## src/rtl/spi_poll_seq.sv

```systemverilog
module spi_poll_seq #(
  parameter int CLK_DIV   = 512,
  parameter int SETUP_SCK = 64,
  parameter int GAP_SCK   = 2,
  parameter int GUARD_SCK = 256,
  parameter int WORD_W    = 10
) (
  input  logic              clk,
  input  logic              rst_n,
  input  logic              poll_en,
  input  logic              pd_req,
  input  logic              miso,
  output logic              cs_n,
  output logic              sck,
  output logic              mosi,
  output logic              periph_rst_n,
  output logic              busy,
  output logic [WORD_W-1:0] btn_val,
  output logic [WORD_W-1:0] bat_val,
  output logic [WORD_W-1:0] x_val,
  output logic [WORD_W-1:0] y_val,
  output logic [3:0]        res_stb
);
  localparam int HALF      = CLK_DIV / 2;
  localparam int SETUP_CYC = SETUP_SCK * CLK_DIV;
  localparam int GAP_CYC   = GAP_SCK * CLK_DIV;
  localparam int GUARD_CYC = GUARD_SCK * CLK_DIV;
  localparam int MAX_CYC   = (GUARD_CYC > SETUP_CYC) ? GUARD_CYC : SETUP_CYC;
  localparam int CW        = $clog2(MAX_CYC) + 1;
  localparam int BW        = $clog2(WORD_W) + 1;

  localparam logic [CW-1:0] HALF_C   = CW'(HALF);
  localparam logic [CW-1:0] HALF_L   = CW'(HALF - 1);
  localparam logic [CW-1:0] BIT_L    = CW'(CLK_DIV - 1);
  localparam logic [CW-1:0] SETUP_L  = CW'(SETUP_CYC - 1);
  localparam logic [CW-1:0] GAP_L    = CW'(GAP_CYC - 1);
  localparam logic [CW-1:0] GUARD_L  = CW'(GUARD_CYC - 1);
  localparam logic [BW-1:0] LAST_BIT = BW'(WORD_W - 1);

  localparam logic [WORD_W-1:0] CMD_PD    = WORD_W'(10'h100);
  localparam logic [WORD_W-1:0] CMD_FLUSH = WORD_W'(10'h200);

  typedef enum logic [2:0] {S_IDLE, S_GUARD, S_SETUP, S_SHIFT, S_GAP} st_t;

  st_t               st;
  logic [CW-1:0]     cnt;
  logic [BW-1:0]     bcnt;
  logic [WORD_W-1:0] tx, rx;
  logic [1:0]        nidx, cidx, pidx;
  logic              cnorm, pend, prst;
  logic [WORD_W-1:0] res [4];
  logic [3:0]        stb;

  function automatic logic [WORD_W-1:0] cmd_of(input logic [1:0] i);
    case (i)
      2'd0:    return WORD_W'(10'h200);
      2'd1:    return WORD_W'(10'h080);
      2'd2:    return WORD_W'(10'h040);
      default: return WORD_W'(10'h000);
    endcase
  endfunction

  assign cs_n         = !(st == S_SETUP || st == S_SHIFT);
  assign sck          = (st == S_SHIFT) && (cnt >= HALF_C);
  assign mosi         = tx[WORD_W-1];
  assign busy         = (st != S_IDLE);
  assign periph_rst_n = prst;
  assign res_stb      = stb;
  assign btn_val      = res[0];
  assign bat_val      = res[1];
  assign x_val        = res[2];
  assign y_val        = res[3];

  always_ff @(posedge clk or negedge rst_n) begin
    if (!rst_n) begin
      st    <= S_IDLE;
      cnt   <= '0;
      bcnt  <= '0;
      tx    <= '0;
      rx    <= '0;
      nidx  <= '0;
      cidx  <= '0;
      pidx  <= '0;
      cnorm <= 1'b0;
      pend  <= 1'b0;
      prst  <= 1'b0;
      stb   <= '0;
      for (int i = 0; i < 4; i++) res[i] <= '0;
    end else begin
      prst <= 1'b1;
      stb  <= '0;
      case (st)
        S_IDLE:
          if (pd_req) begin
            st  <= S_GUARD;
            cnt <= '0;
          end else if (poll_en) begin
            st    <= S_SETUP;
            cnt   <= '0;
            tx    <= cmd_of(2'd0);
            cidx  <= 2'd0;
            nidx  <= 2'd1;
            cnorm <= 1'b1;
          end
        S_GUARD:
          if (cnt == GUARD_L) begin
            st    <= S_SETUP;
            cnt   <= '0;
            tx    <= CMD_PD;
            cnorm <= 1'b0;
          end else cnt <= cnt + 1'b1;
        S_SETUP:
          if (cnt == SETUP_L) begin
            st   <= S_SHIFT;
            cnt  <= '0;
            bcnt <= '0;
          end else cnt <= cnt + 1'b1;
        S_SHIFT: begin
          if (cnt == HALF_L) rx <= {rx[WORD_W-2:0], miso};
          if (cnt == BIT_L) begin
            cnt <= '0;
            tx  <= {tx[WORD_W-2:0], 1'b0};
            if (bcnt == LAST_BIT) begin
              st <= S_GAP;
              if (pend) begin
                res[pidx] <= rx;
                stb[pidx] <= 1'b1;
              end
              pend <= cnorm;
              pidx <= cidx;
            end else bcnt <= bcnt + 1'b1;
          end else cnt <= cnt + 1'b1;
        end
        S_GAP:
          if (cnt == GAP_L) begin
            cnt <= '0;
            if (poll_en) begin
              st    <= S_SETUP;
              tx    <= cmd_of(nidx);
              cidx  <= nidx;
              nidx  <= nidx + 2'd1;
              cnorm <= 1'b1;
            end else if (pend) begin
              st    <= S_SETUP;
              tx    <= CMD_FLUSH;
              nidx  <= '0;
              cnorm <= 1'b0;
            end else begin
              st   <= S_IDLE;
              nidx <= '0;
            end
          end else cnt <= cnt + 1'b1;
        default: st <= S_IDLE;
      endcase
    end
  end
endmodule

```

## config.mk

```make
export PLATFORM = sky130hd
export DESIGN_NAME = spi_poll_seq
export DESIGN_NICKNAME = d
export VERILOG_FILES = /design/src/rtl/spi_poll_seq.sv
export SDC_FILE = /design/constraint.sdc
export NUM_CORES = 1
export LEC_CHECK = 0
export BUFFER_PORTS_ARGS = -buffer_cell sky130_fd_sc_hd__buf_2
export CORE_ASPECT_RATIO = 1.2
export CORE_MARGIN = 10
export CORE_UTILIZATION = 30
export DETAILED_ROUTE_END_ITERATION = 12
export PLACE_DENSITY = 0.45
export SLEW_MARGIN = 20
export SYNTH_ARGS = -nofsm -noshare
export SYNTH_HDL_FRONTEND = slang
export SYNTH_SLANG_ARGS = --single-unit
```

## constraint.sdc

```tcl
create_clock -name clk -period 3.2 [get_ports clk]
set_clock_uncertainty 0.2 [all_clocks]
set_input_delay 0.48 -clock clk [delete_from_list [all_inputs] [get_ports clk]]
set_output_delay 0.48 -clock clk [all_outputs]
set_load 0.03 [all_outputs]
```

# [Yosys cells after proc, flatten, opt, wreduce, memory -nomap -nowiden]
# Index checks and enable logic that the tools add are counted.
# W data, S select, Z words.
[word_totals] output_inout_bits=49 inputBits=5 register_bits=99 wordCells=127
[classes] n_addsub=3 bitwise=1 n_mux=56 n_reduce_logical=23 eq_ne=23 order_cmp=5
[ops] cell="$mux W18" n=6
[ops] cell="$pmux W18 S5" n=1
[ops] cell="$mux W10" n=8
[ops] cell="$bwmux W40" n=1
[ops] cell="$pmux W10 S4" n=1
[ops] cell="$pmux W10 S3" n=1
[ops] cell="$mux W3" n=7
[ops] cell="$demux W10 S2" n=1
[ops] cell="$mux W2" n=10
[ops] cell="$add A18 B1 Y18 const B" n=1
[ops] cell="$eq A18 B10 Y1 const B" n=1
[ops] cell="$eq A18 B15 Y1 const B" n=1
[ops] cell="$eq A18 B17 Y1 const B" n=1
[ops] cell="$eq A18 B8 Y1 const B" n=1
[ops] cell="$eq A18 B9 Y1 const B" n=1
[ops] cell="$ge A18 B9 Y1 const B" n=1
[ops] cell="$mux W4" n=4
[ops] cell="$mux W5" n=3
[ops] cell="$pmux W3 S5" n=1
[ops] cell="$ne A2 B2 Y1 const B" n=6
[ops] cell="$reduce_and A4 Y1" n=3
[ops] cell="$reduce_and A6 Y1" n=2
[ops] cell="$pmux W5 S2" n=1
[ops] cell="$pmux W2 S2" n=2
[ops] cell="31 further kinds" n=46

# [Depth between registers and ports, before layout]
# Gate-level depths: netlist of the first run.
[logic_depth] ltp_word=8 mapped_depth=9 ltp_nobuf=7

# [Worst setup path before layout of the first run]
# OpenSTA, ideal clock, no wires.
[synth_path] path_type="register to register" start="register cnt[0]" end="register res (netlist bit btn_val[0])" synth_period_minus_slack_ns=2.516 path_slack_ns=0.684 path_buffers=1 stages_incl_launch_ff=9 arrival_time_ns=2.191 setup_time_ns=0.125 t_required_ns=2.875 path_cell_list="dfrtp_1 ha_1 nand2_1 or3_4 nor2_4 nand3_2 nor4b_2 buf_4 mux2_2"
[synth_via] elab_chain_cells=2
[synth_rtl] element="from (decl)" line_no="46" text="logic [CW-1:0] cnt;"
[synth_rtl] element="from (signal assigned)" line_no="111" text="end else cnt <= cnt + 1'b1;"
[synth_rtl] element="from (signal assigned)" line_no="117" text="end else cnt <= cnt + 1'b1;"
[synth_rtl] element="from (signal assigned)" line_no="132" text="end else cnt <= cnt + 1'b1;"
[synth_rtl] element="$eq A18 B9 Y1" line_no="120" text="if (cnt == BIT_L) begin"
[synth_rtl] element="$reduce_and A4 Y1 (no line)"
[synth_rtl] element="to (signal, indexed assignment)" line_no="126" text="res[pidx] <= rx;"
[synth_rtl] element="to (decl)" line_no="51" text="logic [WORD_W-1:0] res [4];"
# No other way between the ends.
# A chain may end at the register's enable or synchronous reset.

# [Final worst setup path of the first run]
[layout_path] start="register cnt[0]" end="register res (netlist bit btn_val[3])"
# Same word-level chain as after synthesis.

==> results of run 1 <==
-- worst paths after layout --
kind                         endpoint    from  slack, ns  cells after the start
hold reg to reg                  pend   cnorm       0.27                      2
max in group asynchronous       tx[8]   rst_n       1.62                      3
setup reg to reg           btn_val[3]  cnt[0]       0.38                      8
setup / recovery           btn_val[3]  cnt[0]       0.38                      8
hold / removal                  rx[0]    miso       0.17                      2
min in group asynchronous  btn_val[9]   rst_n       0.47                      2
-- cell usage after synthesis (7+ instances only) --
cell	instances	area share (%)
dfrtp_1	93	52
nand3_1	15	1.7
nand2_1	41	3.5
a31oi_1	14	2.0
and3_1	7	0.99
mux2_2	32	8.1
mux2_4	20	6.8
a21oi_1	12	1.4
o21ai_0	20	2.3
inv_1	11	0.93
nor3_1	10	1.1
clkbuf_1	8	0.68
ha_1	7	2.0
nor2_1	29	2.5
-- state kept, by name, summed over array words and instances (netlist names) --
name	cells
cnt	18
bat_val	10
btn_val	10
rx	10
x_val	10
y_val	10
bcnt	5
res_stb	4
tx	4
st	3
cidx	2
nidx	2
pidx	2
cnorm	1
pend	1
periph_rst_n	1
-- area by class of cell --
| cell class | instances | area share [%] |
|---|---|---|
| timing repair buffer | 65 | 7.199 |
| sequential | 93 | 44.04 |
| clock inverter | 7 | 2.013 |
| inverter | 11 | 0.7814 |
| clock buffer | 9 | 4.262 |
| tap | 175 | 4.144 |
| multi-input combinational | 268 | 37.56 |
-- power by group through the flow --
| stage | combinational (W) | clock [W] | sequential, W |
|---|---|---|---|
| after floorplan | 0.00000511 | 0 | 0.00120 |
| after global placement | 0.0000391 | 0 | 0.00120 |
| after detailed placement | 0.0000392 | 0 | 0.00120 |
| after CTS | 0.0000403 | 0.00123 | 0.00118 |
| after global routing | 0.0000444 | 0.00128 | 0.00118 |
| final | 0.0000375 | 0.00120 | 0.00118 |
-- stage by stage --
stage                     hold slack (ns)  total power, W  worst slack [ns]
final                              0.1747        0.002414            0.3809
after global routing               0.1708        0.002497            0.1993
after CTS                          0.1619        0.002451            0.2815
after detailed placement           0.2690        0.001239            0.3422
after global placement             0.2616        0.001239            0.3637
after floorplan                  -0.01559        0.001206            0.6843
-- per-layer routing --
metal	routed length [µm]	up-vias	track usage, %	part of all wire [%]
met5	0	-	0	0
met4	130	0	4.350	1.2
met3	571	9	2.422	5.4
met2	4937	69	17.16	46
met1	5006	1577	14.20	47
li1	-	1533	-	-
-- cell families after synthesis --
| group | after synthesis | synth area share, % |
|---|---|---|
| simple gates | 129 | 15.38 |
| fa+ha+maj | 7 | 1.976 |
| buf+inv | 29 | 3.133 |
| compound gates | 75 | 11.04 |
| mux | 56 | 15.89 |
| flops | 93 | 52.50 |
| other cells | 1 | 0.08459 |
-- worst max-delay path, delay by kind of cell (launching register included) --
family	cells	cell delay, ns
fa+ha+maj	1	0.25
buf+inv	1	0.26
flops	1	0.41
mux	1	0.36
simple gates	5	1.22
==> impl_metrics.tcl, run 1 <==
set metrics [dict create \
    layout_min_cycle_time_ns 2.819 \
    grt_pass1_wl_um 17670 \
    final_core_util_pct 36.66 \
    slowest_delay_ns 0.46 \
    final.setup.tns_ns 0 \
    yosys_warnings 0 \
    hold_class "input pin to flip-flop" \
    drt-initial-drc-count 288 \
    root_buffer "clkbuf_16" \
    num-nets-final 460 \
    p_comb_share_pct 1.6 \
    start_util_pct 30.76 \
    crit_arrival_ns 2.86 \
    fillers 1430 \
    pwr-share-clk_pct 49.7 \
    layout_commonest_cell "dfrtp_1" \
    synth.cell_area_mm2 0.004433 \
    dr.pass1.iters 4 \
    grt_max_degree 49 \
    post_cts_buffers 0 \
    vias 3188 \
    synthToLayoutAreaGrowth_pct 19.19 \
    cts_sinks 93 \
    grt_pass1_vias 3206 \
    cp_max_fo 10 \
    power.density_mw_per_mm2 456.8 \
    antenna_found_initial 0 \
    drive_above_1_share_pct 31.57 \
    async_reset_ff_share_pct 100.0 \
    ctsHoldBuffers 1 \
    maxCapViolCount 0 \
    hold_viol 0 \
    path_class "flip-flop to flip-flop" \
    ys_seq_area_share_pct 52.50 \
    peakVddDrop_uv 253.8 \
    post-route-period-util_pct 88.10 \
    pwr-share-seq_pct 48.8 \
    syn_nets 402 \
    grt_overflow_total 0 \
    slowest_stage "or3_4" \
    final_area_mm2 0.005284 \
    synth_edf_count 0 \
    cts.repair.resized 0 \
    worst_setup_path_end_kind "flip-flop" \
    coreArea_mm2 0.01441 \
    worstSkewPairLatency_ns 0.35 \
    hpwl_um 7529 \
    slew_viol_final 0 \
    syn_area_per_cell_um2 11.37 \
    power_switching_share_pct 22.03 \
    status "finished, final reports clean" \
    rsz0062_at_grt "false" \
    wl_um 10650 \
    htree_levels 3 \
    post_dp_cell_area_mm2 0.004927 \
    cts_tree "yes" \
    cts.path.max_buffers 2 \
    die_x_um 131.0 \
    synthFlopType "dfrtp_1" \
    io_pins 54 \
    dp_cells 610 \
    setup_viol 0 \
    tightest_slew_ns 0.6272 \
    p_leak_nw 2.667 \
    p_switching_w 0.0005317 \
    drtAntennaViolNets 0 \
    p_int_w 0.001882 \
    slew_headroom_pct 58.18 \
    synth_cells 390 \
    instances_no_fill 628 \
    crit_chain "ha_1 > nand2_1 > or3_4 > nor2_4 > nand3_2 > nor4b_2 > buf_4 > mux2_2" \
    antenna_cells 0 \
    layout_common_cells "93 x dfrtp_1, 52 x buf_2, 41 x nand2_1, 32 x mux2_2, 29 x nor2_1" \
    vias_per_cell 5.076 \
    num_rows 48 \
    dieArea_mm2 0.02006 \
    fmax_mhz 354.7 \
    clk_pin_slew_ns 0.07 \
    multiInputGateArea_mm2 0.001984 \
    drc 0 \
    place_congestion 0.7966 \
    numCtsBuffers 9 \
    yosysUniqueCellTypes 55 \
    grt.total_usage_pct 10.95 \
    required_ns 3.24 \
    numPortBuffers 53 \
    seq_area_mm2 0.002327 \
    synth.ff_latch_count 93 \
    cp-start-kind "flip-flop" \
    wl_per_cell_um 16.95 \
    chipHeight_um 153.2 \
]
Power figures use the tool's default switching activity.
==> run 2, diff against run 1 <==
--- a/config.mk
+++ b/config.mk
@@ -5,12 +5,15 @@
 export SDC_FILE = /design/constraint.sdc
 export NUM_CORES = 1
 export LEC_CHECK = 0
+export ABC_AREA = 1
 export BUFFER_PORTS_ARGS = -buffer_cell sky130_fd_sc_hd__buf_2
 export CORE_ASPECT_RATIO = 1.2
 export CORE_MARGIN = 10
 export CORE_UTILIZATION = 30
 export DETAILED_ROUTE_END_ITERATION = 12
-export PLACE_DENSITY = 0.45
+export HOLD_SLACK_MARGIN = 0.03
+export PLACE_DENSITY = 0.44
+export SETUP_SLACK_MARGIN = 0.5
 export SLEW_MARGIN = 20
 export SYNTH_ARGS = -nofsm -noshare
 export SYNTH_HDL_FRONTEND = slang
==> run 2 against run 1 <==
Net effect:
- combinational power hardly changed
- critical path depth is 1 lower
- fmax is 16% higher
- area after synthesis is 7.9% higher
- routed wire length is 14% higher
- setup slack better by 0.40 ns
- sequential share of layout area is 2.0 points lower
- worst hold slack better by 0.014 ns
- first-iteration DRC count is 6.6% lower
- via count is 22% higher
- total power is 5.7% lower
- core utilization is 1.3 points lower
==> impl_metrics.tcl, run 2 <==
set metrics [dict create \
    power.density_mw_per_mm2 410.9 \
    numPortBuffers 53 \
    cts_sinks 93 \
    synth_compound_area_share_pct 10.75 \
    drive_above_1_share_pct 19.52 \
    wl_um 12180 \
    io_pins 54 \
    synth_top_family_by_area "simple AND/OR/NAND/NOR gates" \
    num_rows 50 \
    maxCapViolCount 0 \
    synth.ff_latch_count 93 \
    grt.total_usage_pct 11.85 \
    start_util_pct 30.58 \
    die_x_um 135.3 \
    r2r_setup_slack_ns 0.83 \
    ys_seq_area_share_pct 48.65 \
    path_class "flip-flop to primary output" \
    cts.path.max_buffers 2 \
    layout_common_cells "159 x nand2_1, 93 x dfrtp_1, 57 x inv_1, 52 x buf_2, 45 x nand3_1" \
    htree_levels 3 \
    grt_pass1_wl_um 20140 \
    synthSimpleGateAreaFrac_pct 28.67 \
    wl_per_cell_um 14.54 \
    p_leak_nw 2.809 \
    syn_area_per_cell_um2 8.348 \
    synthFlopType "dfrtp_1" \
    tightest_slew_ns 0.6230 \
    synth-xor-area-share_pct 2.380 \
    syn_nets 585 \
    required_ns 2.52 \
    root_buffer "clkbuf_16" \
    worstSkewPairLatency_ns 0.35 \
    place_ws_ns 0.8426 \
    hpwl_um 9085 \
    muxShareOfSynthArea_pct 0 \
    numCtsBuffers 9 \
    drt-initial-drc-count 269 \
    grt_pass1_vias 3877 \
    drc 0 \
    status "finished, final reports clean" \
    setup_viol 0 \
    synth.most_common_cell "nand2_1" \
    antenna_found_initial 0 \
    clk_pin_slew_ns 0.07 \
    yosys-top-cells-area "dfrtp_1 49%, nand2_1 12%, nand3_1 4.7%, inv_1 4.5%, o21ai_1 3.6%" \
    synthAdderAreaFrac_pct 1.831 \
    num-nets-final 637 \
    synth.top_cell.area_share_pct 48.65 \
    dr.pass1.iters 5 \
    drtAntennaViolNets 0 \
    vias 3880 \
    setup_ws_ns 0.7791 \
    synth_cells 573 \
    synth.cell_area_mm2 0.004783 \
    post-route-period-util_pct 75.65 \
    synth_area_leader_cell "dfrtp_1" \
    chipHeight_um 158.3 \
    synth_common_cells "159 x nand2_1, 93 x dfrtp_1, 57 x inv_1" \
    vias_per_cell 4.630 \
    layout_min_cycle_time_ns 2.421 \
    layout_commonest_cell "nand2_1" \
    coreArea_mm2 0.01564 \
    final.setup.tns_ns 0 \
    cp-start-kind "flip-flop" \
    cts_tree "yes" \
    instances_no_fill 838 \
    worst_setup_path_end_kind "primary output" \
    regMostFlops "cnt" \
    dieArea_mm2 0.02142 \
    synth_edf_count 0 \
    fmax_mhz 413.1 \
    grt_max_degree 48 \
    synthToLayoutAreaGrowth_pct 15.77 \
    hold_viol 0 \
    slew_headroom_pct 58.47 \
    hold_class "input pin to flip-flop" \
    grt_overflow_total 0 \
    cp_max_fo 4 \
    place_congestion 0.8191 \
    antenna_cells 0 \
    yosysUniqueCellTypes 35 \
    dp_cells 821 \
    largest_reg_flops 18 \
    async_reset_ff_share_pct 100.0 \
    rsz0062_at_grt "false" \
    peakVddDrop_uv 305.2 \
    yosys_warnings 0 \
    slew_viol_final 0 \
    crit_arrival_ns 1.74 \
]
[run 2: worst paths after layout]
kind	startpoint	cells after the start	end
worst max register to register	cnt[1]	8	x_val[3]
min in group asynchronous	rst_n	2	x_val[5]
worst min-delay path	miso	3	rx[0]
max in group asynchronous	rst_n	3	bcnt[2]
worst min register to register	tx[9]	2	tx[9]
worst max-delay path	cnt[16]	7	sck
[run 2: layout make-up]
class	count	area [µm²]
Tap cell	208	260.3
Clock inverter	7	67.56
Clock buffer	9	225.2
Inverter	63	236.5
Fill cell	1656	10100
Sequential cell	93	2327
Timing Repair Buffer	58	320.3
Multi-Input combinational cell	400	2101
[run 2: logic make-up (layout without fill, tap and decap cells)]
logic type	Yosys count	in the layout
AOI/OAI and AO/OA	90	90
xor gates and xnor gates	13	13
other	1	1
DFF	93	93
and+or+nand+nor	289	289
buffers and inverters	80	137
adders and majority gates	7	7
[run 2: through the flow]
| step | hold WS, ns | utilization, % | cell area, µm² | total power [W] |
|---|---|---|---|---|
| after CTS | 0.1836 | 35.34 | 5528 | 0.002316 |
| final | 0.1890 | 35.41 | 5538 | 0.002275 |
| after global placement | 0.2564 | 33.41 | 5225 | 0.001237 |
| after detailed placement | 0.2620 | 33.41 | 5225 | 0.001238 |
| after floorplan | -0.01559 | - | 4783 | 0.001205 |
| after global routing | 0.2077 | 35.41 | 5538 | 0.002359 |
[run 2: power breakdown]
part / leakage (nW) / switching (W) / total, W / internal [W]
registers: 1.28 / 0.000000107 / 0.00118 / 0.00118
logic: 1.39 / 0.0000298 / 0.0000376 / 0.00000777
clock network: 0.142 / 0.000515 / 0.00106 / 0.000548
[run 2: layer usage]
metal	up-vias	part of all wire, %	GRT usage [%]
met5	-	0	0
met3	18	4.6	2.333
met4	0	1.9	4.979
met1	1828	45	14.28
met2	68	49	20.14
li1	1966	-	-
[run 2: critical path, stage by stage (launching register included)]
cell,delay [ns]
dfrtp_1,0.45
nor2_4,0.20
nand2_1,0.09
nor2_2,0.16
inv_1,0.09
nor3_2,0.13
nor2_1,0.09
buf_2,0.19
[run 2: repair_timing]
item	CTS	global route
resized for setup	0	3
endpoints found under the setup margin	0	1
hold buffers	1	0
hold endpoints to repair	46	0
buffers inserted	0	0
